[src/rtl/irq_chain_pkg.sv]
package irq_chain_pkg;
  localparam int BANK_LINES = 8;
  localparam int NUM_BANKS  = 2;
  localparam int VEC_W      = 8;
  localparam int LINES      = BANK_LINES * NUM_BANKS;
  localparam int IDX_W      = $clog2(BANK_LINES);
  localparam int SEL_W      = (NUM_BANKS > 1) ? $clog2(NUM_BANKS) : 1;
endpackage

[src/rtl/irq_bank.sv]
module irq_bank #(
  parameter int W     = 8,
  parameter int VW    = 8,
  parameter int IW    = $clog2(W)
) (
  input  logic          clk,
  input  logic          rst,
  input  logic [W-1:0]  raise,
  input  logic [W-1:0]  lower,
  input  logic [W-1:0]  mask,
  input  logic [VW-1:0] base,
  input  logic [VW-1:0] ack_vec,
  input  logic          ack_take,
  input  logic          trig_we,
  input  logic [W-1:0]  trig_wdata,
  output logic [W-1:0]  live,
  output logic          in_range,
  output logic [W-1:0]  isr,
  output logic [W-1:0]  trig
);
  logic [W-1:0]  req_q, req_n, isr_q, isr_n, trig_q;
  logic [IW-1:0] idx;
  logic [VW:0]   lo_w, hi_w, av_w;

  assign idx      = ack_vec[IW-1:0];
  assign lo_w     = {1'b0, base};
  assign hi_w     = lo_w + (VW+1)'(W - 1);
  assign av_w     = {1'b0, ack_vec};
  assign in_range = (av_w >= lo_w) && (av_w <= hi_w);
  assign live     = req_q & ~mask;

  always_comb begin
    req_n = req_q;
    isr_n = isr_q;
    if (ack_take && live[idx]) begin
      isr_n[idx] = 1'b1;
      if (!trig_q[idx]) req_n[idx] = 1'b0;
    end
    req_n = (req_n & ~lower) | raise;
  end

  always_ff @(posedge clk) begin
    if (rst) begin
      req_q  <= '0;
      isr_q  <= '0;
      trig_q <= '0;
    end else begin
      req_q <= req_n;
      isr_q <= isr_n;
      if (trig_we) trig_q <= trig_wdata;
    end
  end

  assign isr  = isr_q;
  assign trig = trig_q;
endmodule

[src/rtl/irq_pick.sv]
module irq_pick #(
  parameter int NB = 2,
  parameter int W  = 8,
  parameter int VW = 8
) (
  input  logic [NB*W-1:0]  live,
  input  logic [NB*VW-1:0] bases,
  output logic             found,
  output logic [VW-1:0]    vec
);
  always_comb begin
    found = 1'b0;
    vec   = '0;
    for (int i = NB*W-1; i >= 0; i--) begin
      if (live[i]) begin
        found = 1'b1;
        vec   = bases[(i / W)*VW +: VW] + VW'(i % W);
      end
    end
  end
endmodule

[src/rtl/irq_chain_arbiter.sv]
module irq_chain_arbiter
  import irq_chain_pkg::*;
#(
  parameter int CASC_IN  = 2,
  parameter int CASC_OUT = 9
) (
  input  logic             clk,
  input  logic             rst,
  input  logic [LINES-1:0] req_raise,
  input  logic [LINES-1:0] req_lower,
  input  logic [7:0]       mask_b0,
  input  logic [7:0]       mask_b1,
  input  logic [VEC_W-1:0] base_b0,
  input  logic [VEC_W-1:0] base_b1,
  input  logic             ack_valid,
  input  logic [VEC_W-1:0] ack_vec,
  input  logic             cfg_we,
  input  logic [SEL_W-1:0] cfg_sel,
  input  logic [7:0]       cfg_wdata,
  output logic [7:0]       cfg_rdata,
  output logic             pending,
  output logic             vec_valid,
  output logic [VEC_W-1:0] vec_out,
  output logic [LINES-1:0] in_service
);
  logic [LINES-1:0]           raise_eff, lower_eff, live_all, isr_all;
  logic [NUM_BANKS*VEC_W-1:0] bases;
  logic [LINES-1:0]           masks;
  logic [NUM_BANKS-1:0]       hit, take;
  logic [BANK_LINES-1:0]      trig_arr [NUM_BANKS];
  logic                       pick_found;
  logic [VEC_W-1:0]           pick_vec;

  assign bases = {base_b1, base_b0};
  assign masks = {mask_b1, mask_b0};

  // cascade input: events on CASC_IN are recorded on CASC_OUT
  always_comb begin
    raise_eff = req_raise;
    lower_eff = req_lower;
    raise_eff[CASC_OUT] = req_raise[CASC_OUT] | req_raise[CASC_IN];
    lower_eff[CASC_OUT] = req_lower[CASC_OUT] | req_lower[CASC_IN];
    raise_eff[CASC_IN]  = 1'b0;
    lower_eff[CASC_IN]  = 1'b0;
  end

  // first bank whose range holds the vector takes the acknowledge
  always_comb begin
    take = '0;
    for (int b = 0; b < NUM_BANKS; b++) begin
      if (ack_valid && hit[b] && (take == '0)) take[b] = 1'b1;
    end
  end

  for (genvar b = 0; b < NUM_BANKS; b++) begin : g_bank
    irq_bank #(.W(BANK_LINES), .VW(VEC_W), .IW(IDX_W)) u_bank (
      .clk        (clk),
      .rst        (rst),
      .raise      (raise_eff[b*BANK_LINES +: BANK_LINES]),
      .lower      (lower_eff[b*BANK_LINES +: BANK_LINES]),
      .mask       (masks[b*BANK_LINES +: BANK_LINES]),
      .base       (bases[b*VEC_W +: VEC_W]),
      .ack_vec    (ack_vec),
      .ack_take   (take[b]),
      .trig_we    (cfg_we && (cfg_sel == SEL_W'(b))),
      .trig_wdata (cfg_wdata),
      .live       (live_all[b*BANK_LINES +: BANK_LINES]),
      .in_range   (hit[b]),
      .isr        (isr_all[b*BANK_LINES +: BANK_LINES]),
      .trig       (trig_arr[b])
    );
  end

  irq_pick #(.NB(NUM_BANKS), .W(BANK_LINES), .VW(VEC_W)) u_pick (
    .live  (live_all),
    .bases (bases),
    .found (pick_found),
    .vec   (pick_vec)
  );

  always_ff @(posedge clk) begin
    if (rst) begin
      pending   <= 1'b0;
      vec_valid <= 1'b0;
      vec_out   <= '0;
      cfg_rdata <= '0;
    end else begin
      pending   <= |live_all;
      vec_valid <= pick_found;
      vec_out   <= pick_found ? pick_vec : '0;
      cfg_rdata <= trig_arr[cfg_sel];
    end
  end

  assign in_service = isr_all;
endmodule

[config.mk]
export PLATFORM = sky130hd
export DESIGN_NAME = irq_chain_arbiter
export DESIGN_NICKNAME = d
export VERILOG_FILES = /design/src/rtl/irq_chain_pkg.sv /design/src/rtl/irq_bank.sv /design/src/rtl/irq_pick.sv /design/src/rtl/irq_chain_arbiter.sv
export SDC_FILE = /design/constraint.sdc
export NUM_CORES = 1
export LEC_CHECK = 0
export BUFFER_PORTS_ARGS = -buffer_cell sky130_fd_sc_hd__buf_4
export CORE_ASPECT_RATIO = 1.75
export CORE_UTILIZATION = 50
export CTS_BUF_LIST = sky130_fd_sc_hd__clkbuf_8
export CTS_CLUSTER_DIAMETER = 60
export CTS_CLUSTER_SIZE = 40
export DETAILED_ROUTE_END_ITERATION = 8
export HOLD_SLACK_MARGIN = 0.08
export PLACE_DENSITY = 0.76
export SYNTH_ARGS = -nofsm -noshare
export SYNTH_HDL_FRONTEND = slang
export SYNTH_HIERARCHICAL = 1
export SYNTH_SLANG_ARGS = --single-unit
[constraint.sdc]
create_clock -name clk -period 4.5 [get_ports clk]
set_input_delay 0.45 -clock clk [delete_from_list [all_inputs] [get_ports clk]]
set_output_delay 0.45 -clock clk [all_outputs]
set_load 0.01 [all_outputs]
== Word level (Yosys, flattened, before mapping) ==
Cells that the tools add are included.
Widths: inputs -> output; s select.
Word-level totals
  output and inout bits: 34
  bits in registers: 66
  logic and storage cells: 117
  bits of input ports: 85
Operators by class
  bitwise logic cells: 21
  multiplexer cells: 51
  reduce and logical (&&, ||, !) cells: 12
  magnitude comparators: 7
  $add $sub $neg: 16
Operators by type and width (number)
  $mux 8: 23
  $add 8x3->8 const B: 8
  $and 8x8->8: 6
  $not 8->8: 5
  $add 8x2->8 const B: 4
  $or 8x8->8: 4
  $mux 1: 23
  $add 8x3->9 const B: 2
  $le 8x9->1: 2
  $add 8x1->8 const B: 2
  $ge 8x8->1: 2
  $reduce_or 16->1: 1
  $bmux 1 s3: 4
  $logic_and 1x1->1: 10
  $lt 3x4->1 const B: 1
  $demux 1 s3: 1
  $ge 3x1->1 const B: 1
  $not 1->1: 3
  $ge 2x2->1 const B: 1
  $not 1->2: 1
  $or 1x1->1: 2
  $reduce_or 2->1: 1

== Logic depth before layout (Yosys ltp) ==
Gate-level depths: netlist (run 1).
  word-level depth: 20
  mapped depth: 16
  depth with buffers taken out: 16

== Cells and area by module ==
Netlist (run 1), hierarchy kept.
By module, submodules not included
  irq_bank: cells each 190, sequential area each 480.5 µm², instances 2, area each 1645.3 µm²
  irq_pick: cells each 426, sequential area each 0.0 µm², instances 1, area each 2733.9 µm²
  irq_chain_arbiter: cells each 59, sequential area each 360.3 µm², instances 1, area each 640.6 µm²

== Worst setup path before layout (run 1) ==
OpenSTA, ideal clock, no wires.
  path type: input to register
  from: input base_b0[0]
  to: register g_bank[1].u_bank.req_q[6]
  stages: 15
  path buffers: 0
  library setup time: 136 ps
  data arrival time: 2748 ps
  data required time: 4364 ps
  path slack: 1616 ps
  cell sequence: inv_1 -> ha_1 -> nand2b_1 -> nand4_1 -> xnor2_1 -> ha_1 -> o21ai_0 -> nand2b_1 -> a21oi_1 -> o32a_1 -> nor2_1 -> nor2b_1 -> o21ai_0 -> nor4_1 -> a21oi_1
On the way
  cells in the longest elaborated chain, start to end: 12
  elaborated cells between the ends (all ways): 13
  classes of those cells: add/sub (1); order compare (2); mux (3); bitwise (3); reduce/logical (4)
RTL lines
  from (decl): line irq_chain_arbiter.sv:13  | input logic [VEC_W-1:0] base_b0,
  $add 8x3->9: line irq_bank.sv:27  | assign hi_w = lo_w + (VW+1)'(W - 1);
  $le 8x9->1: line irq_bank.sv:29  | assign in_range = (av_w >= lo_w) && (av_w <= hi_w);
  $logic_and 1x1->1 (*): line irq_bank.sv:29
  net hit[0]: line irq_chain_arbiter.sv:29  | logic [NUM_BANKS-1:0] hit, take;
  $logic_and 1x1->1 (*): line irq_chain_arbiter.sv:51  | if (ack_valid && hit[b] && (take == '0)) take[b] = 1'b1;
  $mux 1 (*): line irq_chain_arbiter.sv:51
  $not 1->1 (*): line irq_chain_arbiter.sv:51
  $logic_and 1x1->1 (*): line irq_chain_arbiter.sv:51
  $mux 1 (*): line irq_chain_arbiter.sv:51
  net take[1]: line irq_chain_arbiter.sv:29
  $logic_and 1x1->1 (*): line irq_bank.sv:35  | if (ack_take && live[idx]) begin
  $mux 8 (*): line irq_bank.sv:35
  $and 8x8->8 (*): line irq_bank.sv:39  | req_n = (req_n & ~lower) | raise;
  $or 8x8->8 (*): line irq_bank.sv:39
  to (signal assigned): line irq_bank.sv:48  | req_q <= req_n;
  to (decl): line irq_bank.sv:21  | logic [W-1:0] req_q, req_n, isr_q, isr_n, trig_q;
The timed path passes the listed nets; every way through them passes the cells marked *.
A chain may end at the register's enable or synchronous reset.

== Worst setup path in the final report (run 1) ==
  from: input base_b1[4]
  to: register g_bank[1].u_bank.req_q[6]
On the way
  cells in the longest elaborated chain, start to end: 10
  elaborated cells between the ends (all ways): 11
  classes of those cells: add/sub (1); order compare (2); mux (2); bitwise (2); reduce/logical (4)
RTL lines
  from (decl): line irq_chain_arbiter.sv:14  | input logic [VEC_W-1:0] base_b1,
  $add 8x3->9: line irq_bank.sv:27
  $le 8x9->1: line irq_bank.sv:29
  $logic_and 1x1->1 (*): line irq_bank.sv:29
  net hit[1]: line irq_chain_arbiter.sv:29
  $logic_and 1x1->1 (*) (2 in a row): line irq_chain_arbiter.sv:51
  $mux 1 (*): line irq_chain_arbiter.sv:51
  net take[1]: line irq_chain_arbiter.sv:29
  $logic_and 1x1->1 (*): line irq_bank.sv:35
  $mux 8 (*): line irq_bank.sv:35
  $and 8x8->8 (*): line irq_bank.sv:39
  $or 8x8->8 (*): line irq_bank.sv:39
Marked as above.

==> results by stage, run 1 <==
Outcome:
- The flow ran to the end, and the final reports show no timing, DRC or antenna violations.

Critical path:
- The type of element capturing the critical path is a register.
- The critical path goes through buf_4 > inv_1 > nor3_1 > nand3_1 > xnor2_1 > ha_1 > nor4_1 > o21ai_0 > a21oi_1 > o32a_1 > nand2_1 > nor2_1 > nor2b_1 > o21ai_0 > nor4_1 > a21oi_1.
- Along the worst path, the maximum fanout reaches 21.
- The worst endpoint required time is 4.72 ns.
- STA classifies the critical path startpoint as an input port.
- The library cell contributing the largest single delay on the critical path is nor3_1.
- The largest delay contributor family on the critical path is simple AND/OR/NAND/NOR gates.
- For this run, the slowest stage of the critical path takes 0.33 ns.
- The critical path is of the input port to register type.
- The buffering stage count on the worst path with inverters included is 2.
- At the worst endpoint, the arrival time is 3.44 ns.

Floorplan:
- Measured along the x axis, the die boundary spans 89.3 um.
- The count of standard-cell rows is 55.
- The die covers 13800 um^2.
- The core region is 12900 um^2.
- The height of the die is 155 um.
- For this configuration, the core starts out at a cell density of 0.515.
- The boundary pin count is 119.

Flow run:
- The tool flagged a number of max-cap violations equal to 0.

Clock tree:
- Hold repair after CTS inserted 0 buffers.
- The post-cts resize count is 0.
- The clock input transition at the sequential cells of the worst setup and hold paths is 0.08 ns.
- The clock tree synthesis step divided the H-tree into 3 levels.
- Clock tree synthesis inserted a total of 9 buffers.
- TritonCTS built the clock tree.
- The maximum root-to-sink buffer count is 2.
- The clock root buffer master is clkbuf_8.
- CTS saw 66 sinks.
- The number of buffers inserted to repair setup after CTS is 0.
- The clock latency on the worst-skew pair is 0.36 ns.

Routing:
- The sum of routed wire length over all layers is 21.7 mm.
- In the routed design, unresolved DRC markers number 0.
- The remaining antenna violation count after routing is 0.
- Dividing the detail-routed wire length by the instance count gives 19.3 um.
- The violation count after the first detailed-routing iteration is 503.
- Before antenna repair, the detailed router went through 6 iterations.
- Using the TritonRoute via totals, the vias-per-cell ratio works out to 6.30.
- The routed via count is 7109.

Global route:
- The initial antenna violation count is 0.
- The wire length of the first global-routing pass is 34.5 mm.
- The global-route usage over all layers is 0.323.
- The via count of the first global-routing pass is 7081.
- The residual overflow from global routing is 0.
- Entering global routing, the biggest net connects 39 pins.

Pwr:
- The switching portion of total power is 0.361.
- The relative contribution of combinational cells to total power is 0.353.
- The leakage power summed over all cells is 3.25 nW.
- The worst voltage drop across the vdd grid is 0.260 mV.
- Of the total power, registers draw 0.350.
- In this run the power spent charging and discharging nets is 0.650 mW.
- Internal power comes to 1.15 mW.
- The areal power density over the cells is 233 nW/um^2.
- The share of total power dissipated in the clock network is 0.297.

Finish:
- At the end of the flow the core is filled with cells to 0.598.
- Leaving out fill and tap cells, the most frequent cell in the layout is buf_4.
- The number of antenna cells inserted is 0.
- The final layout contains 1089 nets.
- The area growth from synthesis to layout is 16.1%.
- The top cell types in the final layout, fill and taps aside, are 133 x buf_4, 80 x nor2_1, 66 x dfxtp_1.
- In the final layout, the share of cells above drive strength 1 is 0.189.

Logic synthesis:
- The synthesis warning total is 6.
- In the synthesized netlist, the number of instances is 865.
- The proportion of synthesized flip-flops having asynchronous set or reset is 0.
- A synthesized cell averages 7.71 um^2.
- After synthesis the netlist holds a flip-flop and latch count of 66.
- The most used flip-flop cell after synthesis is dfxtp_1.
- The cell area after synthesis is 6670 um^2.
- The post-synthesis sequential area ratio is 0.198.
- The unique cell type count in the Yosys netlist is 86.
- The number of flops mapped to enable cells by yosys is 0.

Timing:
- Of the available clock period, the critical path in the final layout requires 0.714.
- The number of hold violations in the final report is 0.
- For the finished layout, the period the worst path requires is 3.21 ns.
- In this run the tightest slew margin relative to its limit is 0.276.
- The final number of max-transition violations came to 0.
- For the pin with the worst max-slew slack, the measured transition is 1.08 ns.
- Setup violations remaining at the end of the flow were counted as 0.
- Derived from the worst setup path, the maximum achievable clock frequency is 0.311 GHz.
- Setup repair after global routing left no endpoint under its margin.
- After routing, the total negative slack on setup checks comes to 0 ns.
- The post-route clock skew is 0.0109 ns.

Placed design:
- The global placement routability congestion is 0.984.
- The wire-length estimate of the detail-placed layout is 16.1 mm.
- The number of port buffers is 118.

Min path:
- The min-delay analysis places its worst path in the category input port to register.
## synth_stat cells (7+ instances only)
cell        n  area (um^2)
nor2_1     80          300
dfxtp_1    66         1320
a21oi_1    56          280
ha_1       52          651
o21ai_0    49          245
inv_1      47          176
nand2_1    43          161
nor2b_1    38          238
xnor2_1    35          307
mux2i_1    30          300
nor3_1     27          135
buf_2      22          110
clkbuf_1   20         75.1
nand3_1    20          100
nand4_1    14         87.6
and2_1     13         81.3
nand2b_1   13         81.3
buf_4       9         67.6
nor4_1      9         56.3
o211ai_1    9         67.6
xor2_1      9         78.8
a211oi_1    8         60.1
a21boi_0    8         60.1
a31oi_1     8         50.1
nor3b_1     8         60.1
o21ai_1     8         40.0
o2111ai_1   7         61.3
o21a_1      7         52.6
o2bb2ai_1   7         61.3
## metrics by stage
step / hold WS, ns / area, um^2 / setup WS [ns] / total power, mW / cells
floorplan: 0.463 / 6670 / 1.62 / 1.05 / 867
global placement: 0.434 / 7540 / 1.08 / 1.26 / 1112
detailed placement: 0.438 / 7540 / 0.975 / 1.26 / 1112
CTS: 0.289 / 7740 / 1.35 / 1.79 / 1128
global route: 0.287 / 7740 / 0.941 / 1.89 / 1128
finish: 0.302 / 7740 / 1.29 / 1.80 / 1128
## kinds of logic (layout without fill, tap and decap cells)
kind of cell    count (synthesis)  after routing  synth area share
xor+xnor                       44             44            0.0578
simple gates                  300            300             0.238
other cells                     1              3          0.000563
flops                          66             66             0.198
buf+inv                       108            198            0.0798
mux                            30             30            0.0451
fa+ha+maj                      52             52            0.0976
compound gates                264            264             0.283
## state kept, by name, summed over array words and instances, names as in the netlist
name	cells
cfg_rdata	8
g_bank.u_bank/isr	16
g_bank.u_bank/req_q	16
g_bank.u_bank/trig	16
pending	1
vec_out	8
vec_valid	1
## final timing paths
| check | depth (start not counted) | start | endpoint | slack [ns] |
|---|---|---|---|---|
| worst max-delay path | 16 | base_b1[4] | g_bank[1].u_bank/req_q[6] | 1.29 |
| worst max register to register | 7 | g_bank[0].u_bank/req_q[3] | vec_out[7] | 1.68 |
| worst min-delay path | 2 | req_raise[1] | g_bank[0].u_bank/req_q[1] | 0.30 |
| worst min register to register | 2 | g_bank[1].u_bank/isr[7] | g_bank[1].u_bank/isr[7] | 0.45 |
## routing by layer
metal | wire length [um] | share of wire | GRT usage
met4 | 1610 | 0.074 | 0.234
met2 | 11100 | 0.51 | 0.558
met1 | 7730 | 0.36 | 0.344
met5 | 0 | 0 | 0
met3 | 1250 | 0.058 | 0.0512
## power by group through the flow
stage	sequential [mW]	clock (mW)	combinational [mW]
detailed placement	0.644	0	0.619
finish	0.630	0.534	0.635
global route	0.635	0.571	0.688
global placement	0.643	0	0.613
CTS	0.630	0.542	0.621
floorplan	0.648	0	0.405
## cell type report
class,instances,area (um^2)
flip-flops and latches,66,1320
clock buffers,9,124
inverters,49,184
clock inverters,7,80.1
repair buffers,133,998
well taps,171,214
multi-input cells,693,4820
fillers,1270,5200
No activity file was read; power rests on OpenSTA's default activity.
==> inputs of run 2 (changes only) <==
--- a/config.mk
+++ b/config.mk
@@ -13,7 +13,7 @@
 export CTS_CLUSTER_SIZE = 40
 export DETAILED_ROUTE_END_ITERATION = 8
 export HOLD_SLACK_MARGIN = 0.08
-export PLACE_DENSITY = 0.76
+export PLACE_DENSITY = 0.78
 export SYNTH_ARGS = -nofsm -noshare
 export SYNTH_HDL_FRONTEND = slang
 export SYNTH_HIERARCHICAL = 1
==> constraint.sdc (replaced) <==
create_clock -name clk -period 2.6 [get_ports clk]
set_input_delay 0.26 -clock clk [delete_from_list [all_inputs] [get_ports clk]]
set_output_delay 0.26 -clock clk [all_outputs]
set_load 0.01 [all_outputs]
==> run 2 against run 1 <==
Effect of this change: non-clock buffer count grew 87; critical path depth grew 1; clock-buffer cell count is the same; core utilization grew 7.1 points; hold slack lost 0.17 ns; final cell count grew 7.7%; wire length grew 3.3%; register-to-register slack lost 1.5 ns; flip-flop and latch count is the same; global-route usage grew 0.079 points.
==> results by stage, run 2 (synthesized netlist as in run 1, its figures left out) <==
Floorplan:
- For this configuration, the core starts out at a cell density of 0.515.
- Measured along the x axis, the die boundary spans 89.3 um.
- The initialized floorplan defines 55 standard-cell rows.
- The die covers 13800 um^2.
- The height of the die is 155 um.
- The area of the core region is 12900 um^2.
- The boundary pin count is 119.

Min path:
- The number of cells on the worst hold path is 2.
- The class of the worst hold path is input port to register.
- The origin of the worst min-delay path is req_raise[1].
- The endpoint of the worst hold-timing path is g_bank[0].u_bank/req_q[1].

Routing:
- The remaining routing DRC violations is 0.
- Once detail routing completed, the nets flagged for antenna violations numbered 0.
- In the final routed layout, each cell accounts on average for 18.5 um.
- The sum of routed wire length over all layers is 22.4 mm.
- Summing over every cut layer, the via total after detailed routing is 7422.
- The number of detailed-routing iterations run before antenna repair is 6.
- The violation count after the first detailed-routing iteration is 486.
- After detailed routing, the number of vias per cell comes to 6.11.

Global route:
- The met1 routing resource usage after global routing is 0.363.
- The initial antenna violation count came to 0.
- The residual overflow from global routing is 0.
- The global-route usage over all layers is 0.324.
- Entering global routing, the biggest net connects 33 pins.
- The met3 global-route usage is 0.0491.
- The global routing usage on met2 is 0.559.
- In this run the most used layer during global routing was met2.
- The wire length of the first global-routing pass is 34.8 mm.
- The via count of the first global-routing pass is 6944.

Placed design:
- The setup slack at placement is -0.399 ns.
- At the end of routability-driven placement, the weighted congestion stood at 0.937.
- The sum of net half-perimeters after detailed placement is 16.8 mm.
- In this run the tool buffered the top-level ports with 118 buffer cells.

Timing:
- In the post-route analysis, the smallest setup slack over all paths is 0.0115 ns.
- Setup repair after global routing could not meet its margin everywhere.
- The period utilization is 0.996.
- The number of hold violations in the final report came to 0.
- Timing would allow up to 0.386 GHz.
- The final number of max-transition violations is 0.
- Setup violations remaining at the end of the flow were counted as 0.
- The final critical path time including I/O delays and setup is 2.59 ns.
- The worst slack on hold paths is 0.135 ns.
- The sum of negative setup slack is 0 ns.
- The post-route clock skew is 0.0105 ns.
- For the pin with the worst max-slew slack, the measured transition is 0.584 ns.
- The worst pin sits at a relative slew slack of 0.610.

Finish:
- The most frequent standard cell in the layout excluding fill and tap cells is buf_4.
- Measured on the finished design, the core utilization comes to 0.669.
- The top cell types in the final layout, fill and taps aside, are 210 x buf_4, 79 x nor2_1, 66 x dfxtp_1.
- The area growth from synthesis to layout is 29.9%.
- The number of antenna cells inserted is 0.
- The net total in the final layout is 1176.
- The fraction of layout cells with a size suffix above 1 is 0.282.

Clock tree:
- The TritonCTS clock tree is done.
- The clock latency on the worst-skew pair is 0.35 ns.
- The number of H-tree levels is 3.
- The clock input transition at the sequential cells of the worst setup and hold paths is 0.07 ns.
- The count of hold buffers inserted by post-cts repair is 0.
- The clock root buffer master is clkbuf_8.
- The number of clock buffers added by TritonCTS is 9.
- For this design, the sink count on the clock tree is 66.
- The maximum root-to-sink buffer count is 2.

Pwr:
- Of the total power, the share spent switching nets is 0.339.
- The areal power density over the cells is 384 nW/um^2.
- Of the total power, combinational logic draws 0.382.
- The internal power of the cells is 2.20 mW.
- The sequential group share of total power is 0.329.
- The leakage power summed over all cells is 3.74 nW.
- The clock power share is 0.289.
- Summed over all nets, the switching power comes to 1.13 mW.
- IR analysis of the VDD net gives a maximum drop of 0.411 mV.

Outcome:
- The flow ran to the end, and the final reports show no timing, DRC or antenna violations.

Critical path:
- The critical path contains buffers and inverters numbering 3 combined.
- The signal on the critical path passes through buf_8 > inv_4 > ha_4 > nand2b_4 > nand2_1 > xnor2_1 > ha_1 > nand4_1 > o21ai_1 > a21oi_1 > o32a_1 > nor2_2 > buf_6 > nand4b_1 > a2111oi_2 > nor3b_1 > o21a_1.
- In this run the worst path has a maximum fanout of 4.
- The type of element capturing the critical path is a register.
- The reg-to-reg startpoint is g_bank[1].u_bank/req_q[2].
- The largest delay contributor family on the critical path is compound AO/OA/AOI/OAI gates.
- By startpoint and endpoint, the worst setup path is classified as input port to register.
- The critical register-to-register path endpoint is vec_out[1].
- For the worst setup path, the data required time is 2.84 ns.
- Data arrives at the worst endpoint at 2.83 ns.
- The cell depth of the worst flop-to-flop path is 9.
- On the worst path, the slowest cell contributes a delay of 0.38 ns.
- The library cell contributing the largest single delay on the critical path is o32a_1.
- STA classifies the critical path startpoint as an input port.
- The minimum setup slack among reg-to-reg paths is 0.20 ns.

Flow run:
- The number of max-capacitance violations reported is 0.
[run 2: cell count changes in the layout (fill, tap and decap cells not counted), sizes merged]
cell / previous run / this run
bufinv: 1 / 2
buf: 133 / 220
inv: 53 / 51
clkinv: 1 / 2
[run 2: stage by stage]
step | area, um^2 | cells | total power [mW]
floorplan | 6680 | 867 | 1.82
global route | 8660 | 1215 | 3.49
detailed placement | 8180 | 1194 | 2.29
CTS | 8390 | 1210 | 3.26
global placement | 8180 | 1194 | 2.28
finish | 8660 | 1215 | 3.32
[run 2: repair_timing]
action / in CTS / in global routing
setup endpoints to repair: 3 / 19
gates resized for setup: 1 / 52
pin swaps: 1 / 31
setup buffers: 0 / 5
[run 2: final cells by class]
cell class / count / area (um^2)
clock buffers: 9 / 124
multi-input cells: 693 / 5000
well taps: 171 / 214
inverters: 49 / 191
clock inverters: 7 / 93.8
repair buffers: 220 / 1710
fillers: 1146 / 4280
flip-flops and latches: 66 / 1320
[run 2: worst max-delay path by stage]
stage	from	end	depth (start not counted)	slack (ns)
floorplan	base_b0[0]	g_bank[1].u_bank/req_q[6]	15	-0.02
global placement	base_b0[0]	g_bank[0].u_bank/req_q[6]	16	-0.38
detailed placement	base_b0[0]	g_bank[0].u_bank/req_q[6]	16	-0.40
CTS	base_b0[0]	g_bank[0].u_bank/req_q[6]	16	-0.003
global route	base_b1[1]	g_bank[1].u_bank/req_q[1]	18	-0.16
finish	base_b0[1]	g_bank[1].u_bank/req_q[1]	17	0.01
[run 2: per-layer routing]
metal	share of wire	wire, um	vias up
met5	0	0	-
met4	0.069	1560	0
met3	0.056	1270	102
met2	0.51	11500	348
met1	0.36	8140	3472
li1	-	-	3500
[run 2: power by group through the flow]
| stage | Combinational [mW] | Clock (mW) | Sequential, mW |
|---|---|---|---|
| 5_1_grt | 1.37 | 1.02 | 1.10 |
| 3_3_place_gp | 1.17 | 0 | 1.11 |
| 6_report | 1.27 | 0.961 | 1.09 |
| 2_1_floorplan | 0.703 | 0 | 1.12 |
| 4_1_cts | 1.19 | 0.978 | 1.09 |
| 3_5_place_dp | 1.18 | 0 | 1.12 |
==> inputs of run 3 (changes only) <==
--- a/config.mk
+++ b/config.mk
@@ -6,7 +6,7 @@
 export NUM_CORES = 1
 export LEC_CHECK = 0
 export BUFFER_PORTS_ARGS = -buffer_cell sky130_fd_sc_hd__buf_4
-export CORE_ASPECT_RATIO = 1.75
+export CORE_ASPECT_RATIO = 1.5
 export CORE_UTILIZATION = 50
 export CTS_BUF_LIST = sky130_fd_sc_hd__clkbuf_8
 export CTS_CLUSTER_DIAMETER = 60
==> run 3 against run 2 <==
Effect of this change: critical path depth fell by 1; register-to-register slack gained 0.11 ns; combinational power is essentially flat; global-route usage shrank 0.81 points; largest power group unchanged.
==> results by stage, run 3 (synthesized netlist as in run 1, its figures left out) <==
Finish:
- The final layout contains 1177 nets.
- After routing the design area is 8630 um^2.
- The fill cell total of the finished layout is 1150.
- The non-filler instance count after layout is 1204.
- The fraction of layout cells with a size suffix above 1 is 0.288.
- In the layout the commonest cells are 212 x buf_4, 79 x nor2_1, 66 x dfxtp_1.
- The number of antenna cells inserted is 0.
- The layout overhead on the synthesized area is 29.5%.
- The most frequent standard cell in the layout excluding fill and tap cells is buf_4.

Global route:
- The first global-routing pass estimated 33.9 mm of wire.
- The initial antenna violation count is 0.
- In the global route stage, overall resource usage came out at 0.316.
- The pin count of the biggest net entering global routing is 27.
- The via count of the first global-routing pass is 7236.
- Summed over all layers, the global routing overflow is 0.

Pwr:
- The switching portion of total power is 0.345.
- The internal power of the cells is 2.20 mW.
- The share of total power dissipated in sequential elements is 0.325.
- The share of total power dissipated in combinational logic is 0.372.
- The worst voltage drop across the vdd grid is 0.442 mV.
- In this run the power spent charging and discharging nets is 1.16 mW.
- In this run the power density over the cells is 390 nW/um^2.
- The leakage power summed over all cells is 3.72 nW.
- The share of total power dissipated in the clock network is 0.303.
- The design draws 3.37 mW.

Clock tree:
- The TritonCTS clock tree is done.
- The number of CTS-inserted buffers is 9.
- The root buffer cell chosen for the clock tree is clkbuf_8.
- The clock sink total is 66.
- After clock tree synthesis, the flow added hold-fix buffers numbering 0.
- After clock tree synthesis, the clock-pin slew on the worst setup and hold paths is 0.09 ns.
- The clock tree synthesis step divided the H-tree into 3 levels.
- The clock latency on the worst-skew pair is 0.37 ns.
- No sink is reached through more buffers than the 2 on the longest clock path.

Placed design:
- The placed standard-cell area is 8150 um^2.
- The placed cell count is 1182.
- In this run the tool buffered the top-level ports with 118 buffer cells.
- The sum of net half-perimeters after detailed placement is 16.0 mm.
- The global placement routability congestion is 0.964.

Floorplan:
- The floorplan step defined a core boundary enclosing 13000 um^2.
- The initial core utilization is 0.512.
- The die covers 13800 um^2.
- Pin placement for this block handled 119 I/O pins.
- The count of standard-cell rows is 51.
- The die is 143 um tall.
- The floorplan die width is 96.3 um.

Timing:
- The final number of max-transition violations is 0.
- The achievable frequency is 0.393 GHz.
- The slew at the pin closest to its max-slew limit is 0.553 ns.
- The number of hold violations in the final report is 0.
- Setup repair after global routing could not meet its margin everywhere.
- Setup violations remaining at the end of the flow were counted as 0.
- Measured against its own limit, the worst slew margin works out to 0.625.
- The final critical path time including I/O delays and setup is 2.55 ns.
- The period utilization is 0.979.
- The post-route clock skew is 0.0142 ns.

Critical path:
- Walking the worst path, the cells encountered are buf_8 > nor3_4 > nor3_4 > buf_4 > xnor2_4 > ha_4 > nor4_2 > o21ai_1 > a21oi_2 > o32a_1 > nand2_1 > nor2_2 > nor2b_2 > o21ai_1 > nor4_1 > a21oi_1.
- On the worst path, the slowest cell contributes a delay of 0.33 ns.
- The largest delay contributor family on the critical path is simple AND/OR/NAND/NOR gates.
- STA classifies the critical path endpoint as a register.
- The critical path starts at base_b1[1].
- Data on the critical path is required at its endpoint by 2.84 ns.
- At the worst endpoint, the arrival time is 2.78 ns.
- The critical path contains buffers and inverters numbering 2 combined.
- STA classifies the critical path startpoint as an input port.
- The worst setup path is of the input port to register kind.
- The startpoint identified for the worst register-to-register timing path is g_bank[1].u_bank/req_q[5].
- In this run the worst path has a maximum fanout of 3.
- The slowest stage of the critical path is the nor4_1 cell.

Min path:
- The class of the worst hold path is input port to register.
- The origin of the worst min-delay path is req_raise[1].

Routing:
- The violation count after the first detailed-routing iteration is 643.
- The number of detailed-routing iterations run before antenna repair is 6.
- After detailed routing, the average wire length per cell comes to 17.9 um.
- The routed design has 21.5 mm of wire.
- The routed layout has 7427 vias.
- The average via count per standard cell is 6.17.
- In the routed design, unresolved DRC markers number 0.
- The remaining antenna violation count after routing is 0.

Flow run:
- The number of max-capacitance violations reported is 0.

Outcome:
- The flow ran to the end, and the final reports show no timing, DRC or antenna violations.
run 3: what timing repair did:
action,CTS,global route
pin swaps,23,21
resized for setup,32,26
endpoints found under the setup margin,9,18
endpoints found under the hold margin,0,0
buffers inserted,3,3
run 3: worst paths after layout:
path                                     to  slack [ns]  cells past startpoint
setup / recovery  g_bank[1].u_bank/req_q[6]        0.05                     16
hold / removal    g_bank[0].u_bank/req_q[1]         0.1                      2
setup reg to reg                 vec_out[1]        0.31                      7
hold reg to reg     g_bank[1].u_bank/isr[7]        0.46                      2
run 3: metal layers:
layer  part of all wire  vias up  wire, um  track usage
met4              0.058        0      1260        0.201
met2               0.51      366     11000        0.563
met5                  0        -         0            0
met3              0.063      103      1370       0.0593
li1                   -     3504         -            -
met1               0.37     3454      7950        0.332
run 3: power groups by stage:
stage | Combinational (mW) | Clock [mW] | Sequential, mW
final | 1.25 | 1.02 | 1.09
after global placement | 1.15 | 0 | 1.11
after floorplan | 0.703 | 0 | 1.12
after CTS | 1.20 | 1.03 | 1.09
after detailed placement | 1.17 | 0 | 1.12
after global routing | 1.36 | 1.06 | 1.10
run 3: layout make-up:
class,instances,area [um^2],area share
Multi-Input combinational cell,693,4990,0.578
Timing Repair Buffer,221,1700,0.197
Sequential cell,66,1320,0.153
Tap cell,159,199,0.0230
Inverter,49,194,0.0225
Clock buffer,9,124,0.0143
Clock inverter,7,101,0.0117
run 3: through the flow:
stage	setup TNS, ns	setup WS, ns	utilization	hold WS [ns]
4_1_cts	-0.0110	-0.0110	0.653	0.0957
6_report	0	0.0541	0.663	0.0995
2_1_floorplan	-0.0152	-0.0152	-	0.329
3_5_place_dp	-9.15	-0.529	0.626	0.438
3_3_place_gp	-7.29	-0.440	0.626	0.441
5_1_grt	-0.314	-0.101	0.663	0.114
